===== config.mk =====
export PLATFORM = sky130hd
export DESIGN_NAME = tdm_clock_framer
export DESIGN_NICKNAME = d
export VERILOG_FILES = /design/src/rtl/tdmfp_pkg.sv /design/src/rtl/phase_wheel.sv /design/src/rtl/frame_strobe_decode.sv /design/src/rtl/tdm_clock_framer.sv
export SDC_FILE = /design/constraint.sdc
export NUM_CORES = 1
export LEC_CHECK = 0
export BUFFER_PORTS_ARGS = -buffer_cell sky130_fd_sc_hd__buf_2
export CAP_MARGIN = 5
export CORE_UTILIZATION = 25
export CTS_BUF_LIST = sky130_fd_sc_hd__clkbuf_8
export DETAILED_ROUTE_END_ITERATION = 8
export PLACE_DENSITY = 0.37
export SLEW_MARGIN = 20
export SYNTH_ARGS = -nofsm -noshare
export SYNTH_HDL_FRONTEND = slang
export SYNTH_HIERARCHICAL = 1
export SYNTH_SLANG_ARGS = --single-unit

===== constraint.sdc =====
create_clock -name clk -period 1.67 [get_ports clk]
set_clock_uncertainty 0.05 [all_clocks]
set_input_delay 0 -clock clk [delete_from_list [all_inputs] [get_ports clk]]
set_output_delay 0 -clock clk [all_outputs]
set_load 0.005 [all_outputs]

===== src/rtl/tdmfp_pkg.sv =====
package tdmfp_pkg;

  // Active-high view of the three frame strobes, before output polarity.
  typedef struct packed {
    logic f0;
    logic stb;
    logic gci;
  } strobe_t;

  localparam strobe_t STROBE_IDLE = '{f0: 1'b0, stb: 1'b0, gci: 1'b0};

endpackage


===== src/rtl/phase_wheel.sv =====
// Modulo-MOD position counter. It is cleared by align, advanced by step
// only while run is set, and shows its low NTAP bits.
module phase_wheel #(
  parameter int MOD  = 4096,
  parameter int NTAP = 12
) (
  input  logic            clk,
  input  logic            rst,
  input  logic            align,
  input  logic            run,
  input  logic            step,
  output logic [NTAP-1:0] tap
);
  localparam int PW = (MOD > 1) ? $clog2(MOD) : 1;
  localparam logic [PW-1:0] LAST = PW'(MOD - 1);

  logic [PW-1:0] pos;

  always_ff @(posedge clk) begin
    if (rst || align) begin
      pos <= '0;
    end else if (run && step) begin
      pos <= (pos == LAST) ? '0 : pos + 1'b1;
    end
  end

  assign tap = pos[NTAP-1:0];
endmodule


===== src/rtl/frame_strobe_decode.sv =====
// Decodes the three frame strobe windows from the E1 position.
module frame_strobe_decode
  import tdmfp_pkg::*;
#(
  parameter int CELLS    = 4096,
  parameter int F0_HALF  = 4,
  parameter int STB_HALF = 2,
  parameter int GCI_LEN  = 4
) (
  input  logic [$clog2(CELLS)-1:0] pos,
  output strobe_t                  win
);
  localparam int PW = $clog2(CELLS);
  localparam logic [PW-1:0] F0_LO  = PW'(F0_HALF);
  localparam logic [PW-1:0] F0_HI  = PW'(CELLS - F0_HALF);
  localparam logic [PW-1:0] STB_LO = PW'(STB_HALF);
  localparam logic [PW-1:0] STB_HI = PW'(CELLS - STB_HALF);
  localparam logic [PW-1:0] GCI_HI = PW'(GCI_LEN);

  always_comb begin
    win.f0  = (pos < F0_LO) || (pos >= F0_HI);
    win.stb = (pos < STB_LO) || (pos >= STB_HI);
    win.gci = (pos < GCI_HI);
  end
endmodule


===== src/rtl/tdm_clock_framer.sv =====
module tdm_clock_framer
  import tdmfp_pkg::*;
#(
  parameter int E1_CELLS = 4096,
  parameter int T1_CELLS = 772,
  parameter int F0_HALF  = 4,
  parameter int STB_HALF = 2,
  parameter int GCI_LEN  = 4
) (
  input  logic clk,
  input  logic rst,
  input  logic frame_tick,
  input  logic e1_tick,
  input  logic t1_tick,
  output logic c16,
  output logic c8,
  output logic c4,
  output logic c2,
  output logic c3,
  output logic c1p5,
  output logic f0_n,
  output logic fp_stb,
  output logic fp_gci
);
  localparam int EW      = $clog2(E1_CELLS);
  localparam int E1_TAPS = 4;
  localparam int T1_TAPS = 2;

  logic               armed;
  logic [EW-1:0]      e1_pos;
  logic [T1_TAPS-1:0] t1_tap;
  strobe_t            win;
  logic [E1_TAPS-1:0] e1_clk_q;
  logic [T1_TAPS-1:0] t1_clk_q;
  strobe_t            win_q;

  // The block is armed by the first frame tick after reset.
  always_ff @(posedge clk) begin
    if (rst) armed <= 1'b0;
    else if (frame_tick) armed <= 1'b1;
  end

  phase_wheel #(.MOD(E1_CELLS), .NTAP(EW)) u_e1_wheel (
    .clk(clk), .rst(rst), .align(frame_tick), .run(armed),
    .step(e1_tick), .tap(e1_pos)
  );

  phase_wheel #(.MOD(T1_CELLS), .NTAP(T1_TAPS)) u_t1_wheel (
    .clk(clk), .rst(rst), .align(frame_tick), .run(armed),
    .step(t1_tick), .tap(t1_tap)
  );

  frame_strobe_decode #(
    .CELLS(E1_CELLS), .F0_HALF(F0_HALF), .STB_HALF(STB_HALF), .GCI_LEN(GCI_LEN)
  ) u_decode (
    .pos(e1_pos), .win(win)
  );

  // Output register stage. Every output is held idle until armed.
  genvar gi;
  generate
    for (gi = 0; gi < E1_TAPS; gi++) begin : g_e1_out
      always_ff @(posedge clk) begin
        if (rst || !armed) e1_clk_q[gi] <= 1'b0;
        else               e1_clk_q[gi] <= e1_pos[gi];
      end
    end
    for (gi = 0; gi < T1_TAPS; gi++) begin : g_t1_out
      always_ff @(posedge clk) begin
        if (rst || !armed) t1_clk_q[gi] <= 1'b0;
        else               t1_clk_q[gi] <= t1_tap[gi];
      end
    end
  endgenerate

  always_ff @(posedge clk) begin
    if (rst || !armed) win_q <= STROBE_IDLE;
    else               win_q <= win;
  end

  assign c16    = e1_clk_q[0];
  assign c8     = e1_clk_q[1];
  assign c4     = e1_clk_q[2];
  assign c2     = e1_clk_q[3];
  assign c3     = t1_clk_q[0];
  assign c1p5   = t1_clk_q[1];
  assign f0_n   = ~win_q.f0;
  assign fp_stb = win_q.stb;
  assign fp_gci = win_q.gci;
endmodule


==> flow_metrics.env, run 1 <==
export IMPL_setup_viol=0
export IMPL_worst_path_max_fanout=5
export IMPL_end_kind="flop"
export IMPL_p_leak_uw=0.000706
export IMPL_final_max_slew_violation_count=0
export IMPL_period_share_pct=94.1
export IMPL_wl_per_cell_um=11.8
export IMPL_cts_sinks=32
export IMPL_dieWidth_um=78.9
export IMPL_layout_min_cycle_time_ns=1.57
export IMPL_post_cts_buffers=0
export IMPL_worstMarginPinSlew_ns=0.358
export IMPL_via_per_inst=4.38
export IMPL_slew_headroom_pct=75.9
export IMPL_cp_data_required_time_ns=1.84
export IMPL_firstDrtPassIters=4
export IMPL_endpoint="fp_stb"
export IMPL_pin_count=14
export IMPL_antenna_found_initial=0
export IMPL_drc=0
export IMPL_syn_to_final_growth_pct=21.6
export IMPL_nets=184
export IMPL_dieArea_mm2=0.00622
export IMPL_final_hold_viol_count=0
export IMPL_portBuffers=13
export IMPL_ys_seq_elements=32
export IMPL_r2r_start="u_e1_wheel/tap[4]"
export IMPL_startpoint_type="flop"
export IMPL_vias=1095
export IMPL_max_cap_violations=0
export IMPL_antennaDiodeCount=0
export IMPL_finalWirelength_um=2960
export IMPL_clk_pin_slew_ns=0.07
export IMPL_setup_worst_path_start="u_e1_wheel/tap[4]"
export IMPL_yosysWarnings=6
export IMPL_syn_nets=156
export IMPL_core_rowCount=27
export IMPL_gp_congestion=0.731
export IMPL_fin_tns_setup_ns=0
export IMPL_grt_usage_pct=10.5
export IMPL_worstRegToRegCells=4
export IMPL_syn_inst=149
export IMPL_die_h_um=78.9
export IMPL_largest_reg_flops=12
export IMPL_numCtsBuffers=5
export IMPL_rrSetupSlack_ns=0.1
export IMPL_layout_commonest_cell="dfxtp_1"
export IMPL_r2r_end="fp_stb"
export IMPL_arrival_ns=1.75
export IMPL_worstSkewPairLatency_ns=0.28
export IMPL_preCtsSetupSlack_ns=0.0538
export IMPL_clock_root_buffer="clkbuf_8"
export IMPL_crit_type="reg -> reg"
export IMPL_grt_pass1_wl_um=4970
export IMPL_hold_start="rst"
export IMPL_drive_gt1_share_pct=32.0
export IMPL_setup_ws_ns=0.0993
export IMPL_synth_area_per_cell_um2=9.92
export IMPL_grt_max_degree=13
export IMPL_fillers=624
export IMPL_yosysUniqueCellTypes=39
export IMPL_start_util_pct=26.3
export IMPL_clock_path_buffers=2
export IMPL_drt_iter0_markers=49
export IMPL_vdd_drop_max_mv=0.274
export IMPL_dp_hpwl_um=2160
export IMPL_rsz0062_at_grt="false"
export IMPL_synth_cell_area_mm2=0.00148
export IMPL_max_freq_ghz=0.637
export IMPL_cts_tree="done"
export IMPL_overflow=0
export IMPL_min_path_type="in -> reg"
export IMPL_ant_nets=0
export IMPL_status="finished clean"
export IMPL_grt_pass1_vias=1041
export IMPL_core_mm2=0.00561
export IMPL_final_cell_mix="dfxtp_1, buf_2, buf_4, nor2_1, nand3_1"
export IMPL_yosysSeqAreaShare_pct=43.4
export IMPL_cts_htree_levels=2
export IMPL_power_density_mw_per_mm2=804
## metal layers
layer / up-vias / global-route usage, % / wire length, um
met5: - / 0 / 0
met1: 504 / 13.4 / 1540
met3: 4 / 3.45 / 111
met2: 15 / 16.4 / 1290
li1: 572 / - / -
met4: 0 / 3.82 / 26
## layout make-up
| class | instances | area, um^2 | area share (%) |
|---|---|---|---|
| Clock buffer | 6 | 82.6 | 4.60 |
| Clock inverter | 2 | 10.0 | 0.557 |
| Inverter | 3 | 11.3 | 0.627 |
| Multi-Input combinational cell | 107 | 776 | 43.2 |
| Sequential cell | 32 | 642 | 35.7 |
| Tap cell | 72 | 90.1 | 5.01 |
| Timing Repair Buffer | 28 | 185 | 10.3 |
## cells in the mapped netlist
cell	instances	area share, %
dfxtp_1	32	43
nor2_1	12	3.0
nand3_1	11	3.7
xor2_1	10	5.9
and3b_1	9	5.3
nand2_1	9	2.3
nor2_2	8	3.4
xnor2_1	8	4.7
nand4_1	5	2.1
and3_1	3	1.3
inv_1	3	0.76
nor3_1	3	1.0
a21oi_1	2	0.68
a21oi_2	2	1.2
a311o_1	2	1.4
buf_2	2	0.68
buf_4	2	1.0
buf_6	2	1.5
ha_1	2	1.7
nor4_2	2	1.7
nor4b_1	2	1.2
a31o_2	1	0.59
and3_2	1	0.51
and3_4	1	0.76
and4_1	1	0.59
and4_2	1	0.68
clkbuf_1	1	0.25
mux2_1	1	0.76
nand3_2	1	0.68
nand4_4	1	1.4
nor2_4	1	0.76
nor4_4	1	1.4
o21ai_0	1	0.34
o21ba_1	1	0.68
or2_1	1	0.42
or2_2	1	0.42
or3_1	1	0.42
or4_1	1	0.51
or4_4	1	0.76
## timing repair
action                                  4_1_cts  5_1_grt
hold endpoints to repair                      3        0
endpoints found under the setup margin        0       11
gates resized for setup                       0        2
hold buffers                                  3        0
## worst max-delay path, stage by stage, from the launching register on
cell	delay, ns
dfxtp_2	0.35
or4_4	0.55
nor4_4	0.27
mux2_1	0.16
and3b_1	0.14
## kinds of logic (layout without fill, tap and decap cells)
family,after synthesis,count (layout),share of synthesized area [%]
AO/OA/AOI/OAI,9,9,4.83
XOR/XNOR,18,18,10.7
adder cells (fa/ha/maj),2,2,1.69
buffers and inverters,10,39,4.23
flip-flops,32,32,43.4
multiplexers,1,1,0.762
AND/OR/NAND/NOR,77,77,34.5
## per-stage QoR
stage / hold slack [ns] / utilization (%) / total power (uW) / instance area, um^2 / instances
final: 0.0662 / 32.0 / 1450 / 1800 / 250
after global routing: 0.0804 / 32.0 / 1530 / 1800 / 250
after CTS: 0.0699 / 32.0 / 1480 / 1790 / 250
after detailed placement: 0.203 / 29.8 / 850 / 1670 / 239
after global placement: 0.205 / 29.8 / 850 / 1670 / 239
after floorplan: 0.0698 / - / 825 / 1480 / 149
## power by group
| group | switching (uW) | internal (uW) |
|---|---|---|
| Clock | 280 | 329 |
| Combinational | 32.8 | 28.3 |
| Sequential | 5.34 | 771 |
## worst min path at each step
| stage | to | slack (ns) | cells past startpoint |
|---|---|---|---|
| 6_report | armed | 0.07 | 2 |
| 5_1_grt | fp_stb | 0.08 | 2 |
| 4_1_cts | fp_stb | 0.07 | 2 |
| 3_5_place_dp | armed | 0.20 | 2 |
| 3_3_place_gp | armed | 0.20 | 2 |
| 2_1_floorplan | armed | 0.07 | 1 |
Note: power is estimated with default switching activity, not from simulation.
==> inputs of run 2 (changes only) <==
--- a/config.mk
+++ b/config.mk
@@ -7,10 +7,11 @@
 export LEC_CHECK = 0
 export BUFFER_PORTS_ARGS = -buffer_cell sky130_fd_sc_hd__buf_2
 export CAP_MARGIN = 5
-export CORE_UTILIZATION = 25
+export CORE_UTILIZATION = 60
 export CTS_BUF_LIST = sky130_fd_sc_hd__clkbuf_8
+export CTS_CLUSTER_SIZE = 24
 export DETAILED_ROUTE_END_ITERATION = 8
-export PLACE_DENSITY = 0.37
+export PLACE_DENSITY = 0.78
 export SLEW_MARGIN = 20
 export SYNTH_ARGS = -nofsm -noshare
 export SYNTH_HDL_FRONTEND = slang
==> flow_metrics.env, run 2 (synthesis results as in run 1) <==
export IMPL_final_max_slew_violation_count=0
export IMPL_die_h_um=51.6
export IMPL_dpl_cell_area_mm2=0.00158
export IMPL_antennaDiodeCount=0
export IMPL_largest_reg_flops=12
export IMPL_clock_path_buffers=2
export IMPL_final_cell_mix="dfxtp_1, buf_2, nor2_1"
export IMPL_layout_min_cycle_time_ns=1.61
export IMPL_r2r_end="fp_stb"
export IMPL_worstRegToRegCells=4
export IMPL_p_clk_share_pct=49.3
export IMPL_internal_power_uw=1320
export IMPL_clock_root_buffer="clkbuf_8"
export IMPL_status="finished clean"
export IMPL_startpoint_type="flop"
export IMPL_cts_sinks=32
export IMPL_via_per_inst=5.64
export IMPL_r2r_start="u_e1_wheel/tap[4]"
export IMPL_dieArea_mm2=0.00267
export IMPL_drt_iter0_markers=39
export IMPL_cts_tree="done"
export IMPL_period_share_pct=96.6
export IMPL_setup_viol=0
export IMPL_preCtsSetupSlack_ns=0.00955
export IMPL_p_leak_uw=0.000709
export IMPL_totalPowerFinal_uw=1640
export IMPL_setup_ws_ns=0.0567
export IMPL_min_path_type="in -> reg"
export IMPL_dieWidth_um=51.6
export IMPL_grt_pass1_vias=1016
export IMPL_worstMarginPinSlew_ns=0.379
export IMPL_final_hold_viol_count=0
export IMPL_worst_path_max_fanout=5
export IMPL_max_cap_violations=0
export IMPL_start_util_pct=64.9
export IMPL_slew_headroom_pct=74.6
export IMPL_core_rowCount=17
export IMPL_portBuffers=13
export IMPL_drc=0
export IMPL_max_freq_ghz=0.620
export IMPL_syn_to_final_growth_pct=19.3
export IMPL_power_density_mw_per_mm2=933
export IMPL_crit_type="reg -> reg"
export IMPL_clk_pin_slew_ns=0.07
export IMPL_hold_start="rst"
export IMPL_grt_max_degree=13
export IMPL_firstDrtPassIters=4
export IMPL_vdd_drop_max_mv=0.895
export IMPL_fin_area_mm2=0.00176
export IMPL_dp_hpwl_um=2020
export IMPL_p_switching_uw=322
export IMPL_grt_pass1_wl_um=4710
export IMPL_overflow=0
export IMPL_hold_end="armed"
export IMPL_wl_per_cell_um=14.6
export IMPL_pin_count=14
export IMPL_rrSetupSlack_ns=0.06
export IMPL_finalWirelength_um=2960
export IMPL_worstSkewPairLatency_ns=0.29
export IMPL_nets=181
export IMPL_numCtsBuffers=5
export IMPL_fin_tns_setup_ns=0
export IMPL_grt_usage_pct=25.1
export IMPL_core_mm2=0.00228
export IMPL_seq_power_share_pct=47.1
export IMPL_ant_nets=0
export IMPL_arrival_ns=1.79
export IMPL_rsz0062_at_grt="false"
export IMPL_holdPathStages=2
export IMPL_gp_congestion=0.861
export IMPL_p_comb_share_pct=3.7
export IMPL_vias=1145
export IMPL_layout_commonest_cell="dfxtp_1"
export IMPL_drive_gt1_share_pct=32.0
export IMPL_antenna_found_initial=0
export IMPL_p_sw_share_pct=19.6
export IMPL_final_core_util_pct=77.5
export IMPL_end_kind="flop"
export IMPL_cts_htree_levels=2
export IMPL_cp_data_required_time_ns=1.85
-- run 2: changes by cell type in the layout (fill, tap and decap cells not counted), sizes merged --
cell,previous run,this run
buf,25,22
bufinv,0,1
clkbuf,6,7
clkinv,2,0
-- run 2: worst max-delay path: stages (launching register included) --
cell and delay [ns]:
dfxtp_1 0.38, or4_4 0.57, nor4_4 0.21, mux2_4 0.20
and3b_1 0.14
-- run 2: layout make-up --
type	count	area, um^2
multi-input cells	107	783
flip-flops and latches	32	644
fillers	170	513
repair buffers	25	163
clock buffers	7	96.3
well taps	28	35.0
clock inverters	1	30.0
inverters	3	11.3
-- run 2: what timing repair did --
action | CTS | global route
hold buffers | 3 | 0
buffers inserted | 0 | 2
resized for setup | 0 | 5
setup endpoints to repair | 0 | 11
endpoints found under the hold margin | 3 | 0
-- run 2: stage by stage --
step           std cells  hold slack [ns]
2_1_floorplan        149           0.0698
3_3_place_gp         190            0.193
3_5_place_dp         190            0.195
4_1_cts              201           0.0348
5_1_grt              203           0.0672
6_report             203           0.0515
-- run 2: worst max path at each step --
stage,start,to,slack [ns],depth (start not counted)
finish,u_e1_wheel/tap[4],fp_stb,0.06,4
global route,u_e1_wheel/tap[4],fp_stb,0.01,4
CTS,u_t1_wheel/pos[4],u_t1_wheel/pos[8],0.001,3
detailed placement,u_t1_wheel/pos[4],u_t1_wheel/pos[8],0.01,3
global placement,u_t1_wheel/pos[0],u_t1_wheel/pos[6],0.11,4
floorplan,u_e1_wheel/tap[5],fp_stb,0.17,4
-- run 2: power groups by stage --
stage | Clock [uW] | Sequential, uW | Combinational [uW]
after floorplan | 0 | 796 | 29.6
final | 810 | 774 | 60.6
after global routing | 862 | 774 | 67.4
after CTS | 823 | 775 | 59.5
after detailed placement | 0 | 793 | 54.1
after global placement | 0 | 793 | 52.3
-- run 2: layer usage --
metal	GRT usage (%)	part of all wire, %
met3	8.77	4.3
met5	0	0
met4	8.11	1.3
met2	38.5	48
met1	32.8	46
==> inputs of run 3 (changes only) <==
--- a/config.mk
+++ b/config.mk
@@ -5,13 +5,14 @@
 export SDC_FILE = /design/constraint.sdc
 export NUM_CORES = 1
 export LEC_CHECK = 0
+export ABC_AREA = 1
 export BUFFER_PORTS_ARGS = -buffer_cell sky130_fd_sc_hd__buf_2
 export CAP_MARGIN = 5
 export CORE_UTILIZATION = 60
 export CTS_BUF_LIST = sky130_fd_sc_hd__clkbuf_8
 export CTS_CLUSTER_SIZE = 24
 export DETAILED_ROUTE_END_ITERATION = 8
-export PLACE_DENSITY = 0.78
+export PLACE_DENSITY = 0.77
 export SLEW_MARGIN = 20
 export SYNTH_ARGS = -nofsm -noshare
 export SYNTH_HDL_FRONTEND = slang
==> flow_metrics.env, run 3 <==
export IMPL_drive_gt1_share_pct=14.9
export IMPL_synth_area_per_cell_um2=6.88
export IMPL_largest_reg_flops=12
export IMPL_power_density_mw_per_mm2=794
export IMPL_clock_root_buffer="clkbuf_8"
export IMPL_worstRegToRegCells=8
export IMPL_vdd_drop_max_mv=0.718
export IMPL_via_per_inst=5.07
export IMPL_crit_type="reg -> reg"
export IMPL_grt_max_degree=11
export IMPL_p_clk_share_pct=40.5
export IMPL_synthArstFlopShare_pct=0
export IMPL_yosysWarnings=6
export IMPL_p_leak_uw=0.000766
export IMPL_arrival_ns=1.58
export IMPL_setup_ws_ns=0.211
export IMPL_portBuffers=13
export IMPL_setup_viol=0
export IMPL_gp_congestion=0.902
export IMPL_final_max_slew_violation_count=0
export IMPL_synth_edf_count=0
export IMPL_grt_pass1_vias=1263
export IMPL_crit_slowest_cell="dfxtp_1"
export IMPL_vias=1446
export IMPL_p_switching_uw=313
export IMPL_period_share_pct=87.3
export IMPL_syn_inst=234
export IMPL_hold_start="e1_tick"
export IMPL_yosysMostFrequentCell="nand2_1"
export IMPL_yosys_area_top_type="dfxtp_1"
export IMPL_cp_cell_sequence="ha_1 -> nand2_1 -> inv_1 -> nand2_1 -> nor2_1 -> nand4_1 -> nand2_1 -> nor2_1"
export IMPL_worst_path_max_fanout=6
export IMPL_rrSetupSlack_ns=0.21
export IMPL_internal_power_uw=1120
export IMPL_max_cap_violations=0
export IMPL_core_mm2=0.00250
export IMPL_synth_flop_cell="dfxtp_1"
export IMPL_cts_tree="done"
export IMPL_grt_usage_pct=26.7
export IMPL_layout_commonest_cell="nand2_1"
export IMPL_preCtsSetupSlack_ns=0.206
export IMPL_p_sw_share_pct=21.8
export IMPL_core_rowCount=18
export IMPL_dieArea_mm2=0.00289
export IMPL_syn_to_final_growth_pct=12.4
export IMPL_antennaDiodeCount=0
export IMPL_die_h_um=53.8
export IMPL_yosysSeqAreaShare_pct=39.8
export IMPL_syn_nets=241
export IMPL_numCtsBuffers=5
export IMPL_end_kind="flop"
export IMPL_start_util_pct=64.4
export IMPL_grt_pass1_wl_um=5360
export IMPL_synth_cell_area_mm2=0.00161
export IMPL_max_freq_ghz=0.686
export IMPL_wl_per_cell_um=11.4
export IMPL_layout_min_cycle_time_ns=1.46
export IMPL_finalWirelength_um=3260
export IMPL_rsz0062_at_grt="false"
export IMPL_seq_power_share_pct=54.7
export IMPL_fillers=220
export IMPL_worstSkewPairLatency_ns=0.28
export IMPL_r2r_start="u_e1_wheel/tap[0]"
export IMPL_cts_htree_levels=2
export IMPL_r2r_end="u_e1_wheel/tap[11]"
export IMPL_nets=261
export IMPL_drc=0
export IMPL_p_comb_share_pct=4.8
export IMPL_overflow=0
export IMPL_dp_hpwl_um=2400
export IMPL_yosysUniqueCellTypes=22
export IMPL_min_path_type="in -> reg"
export IMPL_status="finished clean"
export IMPL_antenna_found_initial=0
export IMPL_final_hold_viol_count=0
export IMPL_startpoint_type="flop"
export IMPL_clock_path_buffers=2
export IMPL_hold_end="u_e1_wheel/tap[0]"
export IMPL_worstMarginPinSlew_ns=0.367
export IMPL_synthTopCellsByArea="dfxtp_1, nand2_1, nor2_1"
export IMPL_final_cell_mix="nand2_1, nor2_1, inv_1"
export IMPL_ant_nets=0
export IMPL_synth_top_cell_area_share_pct=39.8
export IMPL_dieWidth_um=53.8
export IMPL_fin_tns_setup_ns=0
export IMPL_drt_iter0_markers=49
export IMPL_clk_pin_slew_ns=0.06
export IMPL_slew_headroom_pct=75.4
export IMPL_cpMostUsedCell="nand2_1"
export IMPL_ys_seq_elements=32
export IMPL_firstDrtPassIters=4
export IMPL_cp_data_required_time_ns=1.79
export IMPL_holdPathStages=4
export IMPL_cpPeakStageDelay_ns=0.40
export IMPL_netlist_top_cells_count="nand2_1, nor2_1, inv_1"
export IMPL_pin_count=14
export IMPL_cts_sinks=32
[run 3: changes by cell type after synthesis, moves of 4 or more]
| cell | change |
|---|---|
| nand2_2 | +4 |
| inv_1 | +32 |
| nand2_1 | +47 |
| xnor2_1 | -8 |
| nor2_1 | +34 |
| and3b_1 | -9 |
[run 3: repair_timing]
| item | in CTS | in global routing |
|---|---|---|
| setup endpoints to repair | 0 | 3 |
| resized for setup | 0 | 1 |
| buffers inserted | 0 | 0 |
| hold buffers | 2 | 0 |
| hold endpoints to repair | 1 | 0 |
[run 3: worst max path at each step]
| stage | depth (start not counted) | slack [ns] | start | end |
|---|---|---|---|---|
| final | 8 | 0.21 | u_e1_wheel/tap[0] | u_e1_wheel/tap[11] |
| after global routing | 8 | 0.04 | u_e1_wheel/tap[0] | u_e1_wheel/tap[11] |
| after CTS | 8 | 0.20 | u_e1_wheel/tap[1] | u_e1_wheel/tap[11] |
| after detailed placement | 8 | 0.21 | u_e1_wheel/tap[1] | u_e1_wheel/tap[11] |
| after global placement | 8 | 0.26 | u_e1_wheel/tap[1] | u_e1_wheel/tap[11] |
| after floorplan | 8 | 0.37 | u_e1_wheel/tap[1] | u_e1_wheel/tap[11] |
[run 3: through the flow]
step	std cells	total power [uW]	utilization, %	hold slack, ns	area (um^2)
after CTS	285	1450	72.3	0.0221	1810
after global routing	285	1490	72.3	0.0440	1810
after detailed placement	275	866	67.9	0.198	1700
final	285	1440	72.3	0.0219	1810
after floorplan	234	844	-	0.0608	1610
after global placement	275	866	67.9	0.192	1700
[run 3: per-layer routing]
| metal | vias up | track usage [%] | part of all wire [%] |
|---|---|---|---|
| met1 | 645 | 34.8 | 49 |
| met4 | 0 | 7.89 | 1.0 |
| li1 | 753 | - | - |
| met3 | 6 | 9.32 | 6.8 |
| met5 | - | 0 | 0 |
| met2 | 42 | 40.9 | 43 |
[run 3: cells by family after synthesis]
logic type      count (synthesis)  share of synthesized area [%]
simple gates                  141                           40.1
buf+inv                        39                           9.56
flops                          32                           39.8
compound gates                 11                           3.97
xor+xnor                        8                           4.35
fa+ha+maj                       2                           1.55
mux                             1                          0.622
[run 3: layout make-up]
type / count / area, um^2 / share of cell area, %
tap: 30 / 37.5 / 2.08
clock inverter: 2 / 7.51 / 0.415
clock buffer: 6 / 82.6 / 4.57
sequential: 32 / 642 / 35.5
multi-input combinational: 163 / 815 / 45.1
timing repair buffer: 15 / 85.1 / 4.71
inverter: 37 / 139 / 7.68
[run 3: power by group through the flow]
stage	combinational (uW)	clock, uW	sequential, uW
floorplan	42.9	0	801
global route	79.1	625	786
global placement	65.1	0	801
CTS	69.6	597	785
detailed placement	64.9	0	801
finish	69.3	581	785
[run 3: worst max-delay path, delay by kind of cell, from the launching register on]
kind / cells / cell delay [ns]
adder cells (fa/ha/maj): 1 / 0.20
buffers and inverters: 1 / 0.10
flip-flops: 1 / 0.40
AND/OR/NAND/NOR: 6 / 0.60
